**src/rtl/rnd_pkg.sv**
```systemverilog
package rnd_pkg;
  // Entry for one table address: {low_field, ext_bit}, round half up,
  // all-ones low field saturates instead of carrying out.
  function automatic int unsigned rom_entry(int unsigned addr, int unsigned data_w);
    int unsigned lo;
    int unsigned top;
    lo  = addr >> 1;
    top = (32'd1 << data_w) - 32'd1;
    if (lo == top) return top;
    return lo + (addr & 32'd1);
  endfunction
endpackage

```
**src/rtl/rnd_rom.sv**
```systemverilog
module rnd_rom #(
  parameter int TBL_L = 8
) (
  input  logic [TBL_L-1:0] addr_i,
  output logic [TBL_L-2:0] data_o
);
  localparam int DATA_W = TBL_L - 1;
  localparam int DEPTH  = 1 << TBL_L;

  logic [DATA_W-1:0] rom [DEPTH];

  for (genvar g = 0; g < DEPTH; g++) begin : g_ent
    assign rom[g] = DATA_W'(rnd_pkg::rom_entry(g, DATA_W));
  end

  assign data_o = rom[addr_i];
endmodule

```
**src/rtl/rnd_core.sv**
```systemverilog
module rnd_core #(
  parameter int SIG_W = 24,
  parameter int TBL_L = 8
) (
  input  logic [SIG_W-1:0] sig_i,
  input  logic             ext_i,
  output logic [SIG_W-1:0] sig_o,
  output logic             sat_o
);
  localparam int LOW_W = TBL_L - 1;

  logic [LOW_W-1:0] low_in;
  logic [LOW_W-1:0] low_rnd;

  assign low_in = sig_i[LOW_W-1:0];

  rnd_rom #(.TBL_L(TBL_L)) u_rom (
    .addr_i ({low_in, ext_i}),
    .data_o (low_rnd)
  );

  assign sat_o = (&low_in) & ext_i;

  if (SIG_W > LOW_W) begin : g_pass
    assign sig_o = {sig_i[SIG_W-1:LOW_W], low_rnd};
  end else begin : g_nopass
    assign sig_o = low_rnd;
  end
endmodule

```
**src/rtl/rom_rounder.sv**
```systemverilog
module rom_rounder #(
  parameter int SIG_W = 24,
  parameter int TBL_L = 8
) (
  input  logic             clk_i,
  input  logic             rst_ni,
  input  logic             valid_i,
  input  logic [SIG_W-1:0] sig_i,
  input  logic             ext_i,
  output logic             valid_o,
  output logic [SIG_W-1:0] sig_o,
  output logic             sat_o
);
  localparam int LOW_W = TBL_L - 1;

  logic [SIG_W-1:0] core_sig;
  logic             core_sat;
  logic             valid_q;
  logic [SIG_W-1:0] sig_q;
  logic             sat_q;

  rnd_core #(.SIG_W(SIG_W), .TBL_L(TBL_L)) u_core (
    .sig_i (sig_i),
    .ext_i (ext_i),
    .sig_o (core_sig),
    .sat_o (core_sat)
  );

  always_ff @(posedge clk_i or negedge rst_ni) begin
    if (!rst_ni) begin
      valid_q <= 1'b0;
      sig_q   <= '0;
      sat_q   <= 1'b0;
    end else begin
      valid_q <= valid_i;
      sat_q   <= valid_i & core_sat;
      if (valid_i) sig_q <= core_sig;
    end
  end

  assign valid_o = valid_q;
  assign sig_o   = sig_q;
  assign sat_o   = sat_q;


  valid_lat_chk: assert property (@(posedge clk_i) disable iff (!rst_ni)
    valid_i |=> valid_o);


  idle_hold_chk: assert property (@(posedge clk_i) disable iff (!rst_ni)
    !valid_i |=> (!valid_o && !sat_o && $stable(sig_o)));


  upper_pass_chk: assert property (@(posedge clk_i) disable iff (!rst_ni)
    valid_i |=> (sig_o[SIG_W-1:LOW_W] == $past(sig_i[SIG_W-1:LOW_W])));


  exact_low_chk: assert property (@(posedge clk_i) disable iff (!rst_ni)
    (valid_i && !ext_i) |=> (sig_o[LOW_W-1:0] == $past(sig_i[LOW_W-1:0])));


  inc_low_chk: assert property (@(posedge clk_i) disable iff (!rst_ni)
    (valid_i && ext_i && !(&sig_i[LOW_W-1:0])) |=>
      (sig_o[LOW_W-1:0] == LOW_W'($past(sig_i[LOW_W-1:0]) + 1'b1)));


  sat_ones_chk: assert property (@(posedge clk_i) disable iff (!rst_ni)
    sat_o |-> (valid_o && (&sig_o[LOW_W-1:0])));
endmodule

```
**config.mk**
```make
export PLATFORM = sky130hd
export DESIGN_NAME = rom_rounder
export DESIGN_NICKNAME = d
export VERILOG_FILES = /design/src/rtl/rnd_pkg.sv /design/src/rtl/rnd_rom.sv /design/src/rtl/rnd_core.sv /design/src/rtl/rom_rounder.sv
export SDC_FILE = /design/constraint.sdc
export NUM_CORES = 1
export LEC_CHECK = 0
export ABC_AREA = 1
export BUFFER_PORTS_ARGS = -buffer_cell sky130_fd_sc_hd__buf_2
export CAP_MARGIN = 20
export CORE_UTILIZATION = 45
export DETAILED_ROUTE_END_ITERATION = 6
export PLACE_DENSITY = 0.77
export SYNTH_ARGS = -nofsm -noshare
export SYNTH_HDL_FRONTEND = slang
export SYNTH_SLANG_ARGS = --single-unit
```
**constraint.sdc**
```tcl
create_clock -name clk_i -period 0.8 [get_ports clk_i]
set_input_delay 0.04 -clock clk_i [delete_from_list [all_inputs] [get_ports clk_i]]
set_output_delay 0.04 -clock clk_i [all_outputs]
set_load 0.05 [all_outputs]
```
==> results summary <==
The flow ran to the end, but the final reports show violations. The final reports fail on DRC, setup timing. Summed over all cells, the static leakage comes to 1.01 nW. In this design, the stage delay of the slowest critical-path cell is 0.45 ns.

The via count of the first global-routing pass came out at 1137. The gate count of the mapped netlist is 137. The max-slew violation count is 0. The area of the mapped netlist came out at 0.00117 sq mm. The number of buffers inserted during clock tree synthesis is 3. After clock tree synthesis, the clock-pin slew on the worst setup and hold paths is 0.14 ns.

The chip height came out at 53.0 microns. In this run the remaining antenna-violating nets after routing total 0. After detailed routing, the number of remaining DRC violations is 2.

The top cell types in the final layout, fill and taps aside, are sky130_fd_sc_hd__nand2_1, sky130_fd_sc_hd__buf_2, sky130_fd_sc_hd__buf_6. The first routing iteration left 12 violations. The clock latency at the later pin of the worst-skew pair came out at 0.32 ns.

The sequential share of the synthesized area is 55.7%. Synthesis produced a netlist with a net count of 168. The buffer type at the clock tree root is sky130_fd_sc_hd__clkbuf_4. Entering global routing, the biggest net connects 22 pins. The area growth from synthesis to layout is 68.5%. The maximum operating frequency is 1.03 GHz. The path class of the tightest hold or removal check is in -> reg. The worst setup path is of the reg -> out kind.

In this run the core area contains 18 standard-cell rows. The library cell used most frequently in the layout, excluding fill and tap cells, is sky130_fd_sc_hd__nand2_1. The die outline area came out at 0.00280 sq mm. Yosys printed 0 warnings. Setup repair after global routing could not meet its margin everywhere. Dividing the synthesized area by the synthesized cell count gives 8.53 sq um. The cell area after layout came out at 0.00197 sq mm. The filler cells instantiated in the layout total 160.

The remaining global-route overflow is 0. The peak supply drop came out at 1320 uV. The flip-flop and latch count after synthesis is 26. The worst relative slew slack came out at 81.4%. After synthesis, the netlist uses 17 different library cells. The data arrival time of the critical path came out at 0.93 ns. The overall die width came out at 53.0 microns. For the pin with the worst max-slew slack, the measured transition is 0.280 ns. The repair_antennas step left the layout with diodes totalling 0. The detailed-route vias per instance is 4.78. STA classifies the critical path startpoint as a flop.

Summing all placed instances gives a cell area of 0.00152 sq mm. The clock passes through at most 2 buffers. The sum of buffers and inverters on the critical path is 1. The initial antenna violation count is 0. The clock arrives with 0 ns of skew. Traced cell by cell, the critical path runs through buf_6.

The initial core utilization is 47.6%. The total power per unit cell area is 1810 mW/mm^2. The data required time of the worst path is 0.76 ns. The final wirelength is 3150 microns. STA classifies the critical path endpoint as a primary output. The H-tree level count came out at 1. The congestion estimate from routability-driven global placement came to 0.791. The largest driver fanout on the critical path came out at 2. On the critical path the largest part of the delay comes from flip-flops. The aggregate global-route resource usage is 23.8%. 54 I/O pins were placed. The number of nets in the final layout is 249.

The final number of setup-violating endpoints came out at 26. The count of maximum capacitance violations came out at 0. Across all hold checks on the routed design, the worst slack comes to 0.0106 ns. The estimated wirelength of the detail-placed design is 2020 microns. Of the cells placed in the final design, the portion with a size suffix greater than 1 is 43.8%.

The final period utilization is 121%. The global-route wire length before repair came out at 4700 microns. The total iterations of the first detailed-routing run came out at 6. The hold violation count in the final report is 0. The average wire per cell in the routed design came out at 12.8 microns. The final worst setup slack came out at -0.169 ns.

The shortest period the worst path allows is 0.969 ns. The TritonCTS sink count is 26. The floorplan step defined a core boundary enclosing 0.00245 sq mm. The slowest stage of the critical path is the sky130_fd_sc_hd__dfrtp_2 cell. TritonCTS built the clock tree.

The total number of vias is 1180. Buffers placed on the I/O ports in this run total 53.
## stage by stage
stage               power [mW]  worst slack [ns]  utilization (%)  std cells  setup TNS (ns)
global placement          2.40           -0.0591             61.9        219          -0.179
finish                    3.57            -0.169             80.2        247           -3.92
floorplan                 2.14            0.0330                -        137               0
detailed placement        2.43            -0.125             61.9        219          -0.357
CTS                       3.57            -0.170             79.9        246           -4.07
global route              3.70            -0.194             80.2        247           -4.62
## worst min-delay path: cells and delay by family
| family | cells | cell delay (ns) |
|---|---|---|
| compound gates | 2 | 0.15 |
| buf+inv | 1 | 0.11 |
## cell families (layout without fill, tap and decap cells)
kind of cell	Yosys count	in the layout	synth area share [%]
adders and majority gates	3	3	3.21
DFF	26	26	55.7
AOI/OAI and AO/OA	11	11	5.14
and+or+nand+nor	84	84	30.2
buffers and inverters	13	93	5.78
## area by class of cell
class / instances / area (sq um) / area share, %
Inverter: 8 / 30.0 / 1.52
Clock buffer: 3 / 22.5 / 1.14
Timing Repair Buffer: 81 / 718 / 36.5
Tap cell: 30 / 37.5 / 1.91
Clock inverter: 1 / 30.0 / 1.52
Sequential cell: 26 / 681 / 34.6
Multi-Input combinational cell: 98 / 450 / 22.9
## synthesized netlist by cell type, drive strengths merged
master / number / area [sq um]
nand4: 1 / 6.26
inv: 8 / 30.0
buf: 5 / 37.5
dfrtp: 26 / 651
a21oi: 4 / 20.0
o21ai: 5 / 25.0
nor2: 5 / 36.3
o211ai: 2 / 15.0
nand2: 72 / 280
ha: 3 / 37.5
nand3: 6 / 30.0
## registers in the layout (all words and copies together) (netlist names)
register / cells
valid_o: 1
sig_o: 24
sat_o: 1
## repair_timing
action | CTS | global route
endpoints found under the setup margin | 26 | 26
cloned | 0 | 0
resized for setup | 52 | 0
hold buffers | 22 | 0
endpoints found under the hold margin | 46 | 0
buffers inserted | 1 | 1
## path summary, 6_finish.rpt
kind | slack (ns) | start | to | cells after the start
setup / recovery | -0.17 | sig_o[7] | sig_o[7] | 1
hold / removal | 0.01 | sig_i[5] | sig_o[5] | 3
setup reg to reg | 0.02 | sig_o[12] | sig_o[12] | 3
hold reg to reg | 0.51 | sig_o[15] | sig_o[15] | 2
max in group asynchronous | 0.33 | rst_ni | sig_o[12] | 3
min in group asynchronous | 0.10 | rst_ni | sig_o[3] | 2
## per-layer routing
metal | up-vias | share of wire, % | GRT usage (%) | routed length (microns)
met1 | 557 | 40 | 24.4 | 1250
met5 | - | 0 | 0 | 0
met4 | 0 | 0.98 | 10.1 | 31
met3 | 4 | 3.9 | 3.74 | 123
li1 | 583 | - | - | -
met2 | 36 | 55 | 46.4 | 1750
## power breakdown
part / switching (mW) / leakage [nW] / internal (mW)
Clock: 0.386 / 0.0279 / 0.507
Combinational: 0.692 / 0.695 / 0.448
Sequential: 0.0886 / 0.290 / 1.45
Note: power is estimated with default switching activity, not from simulation.
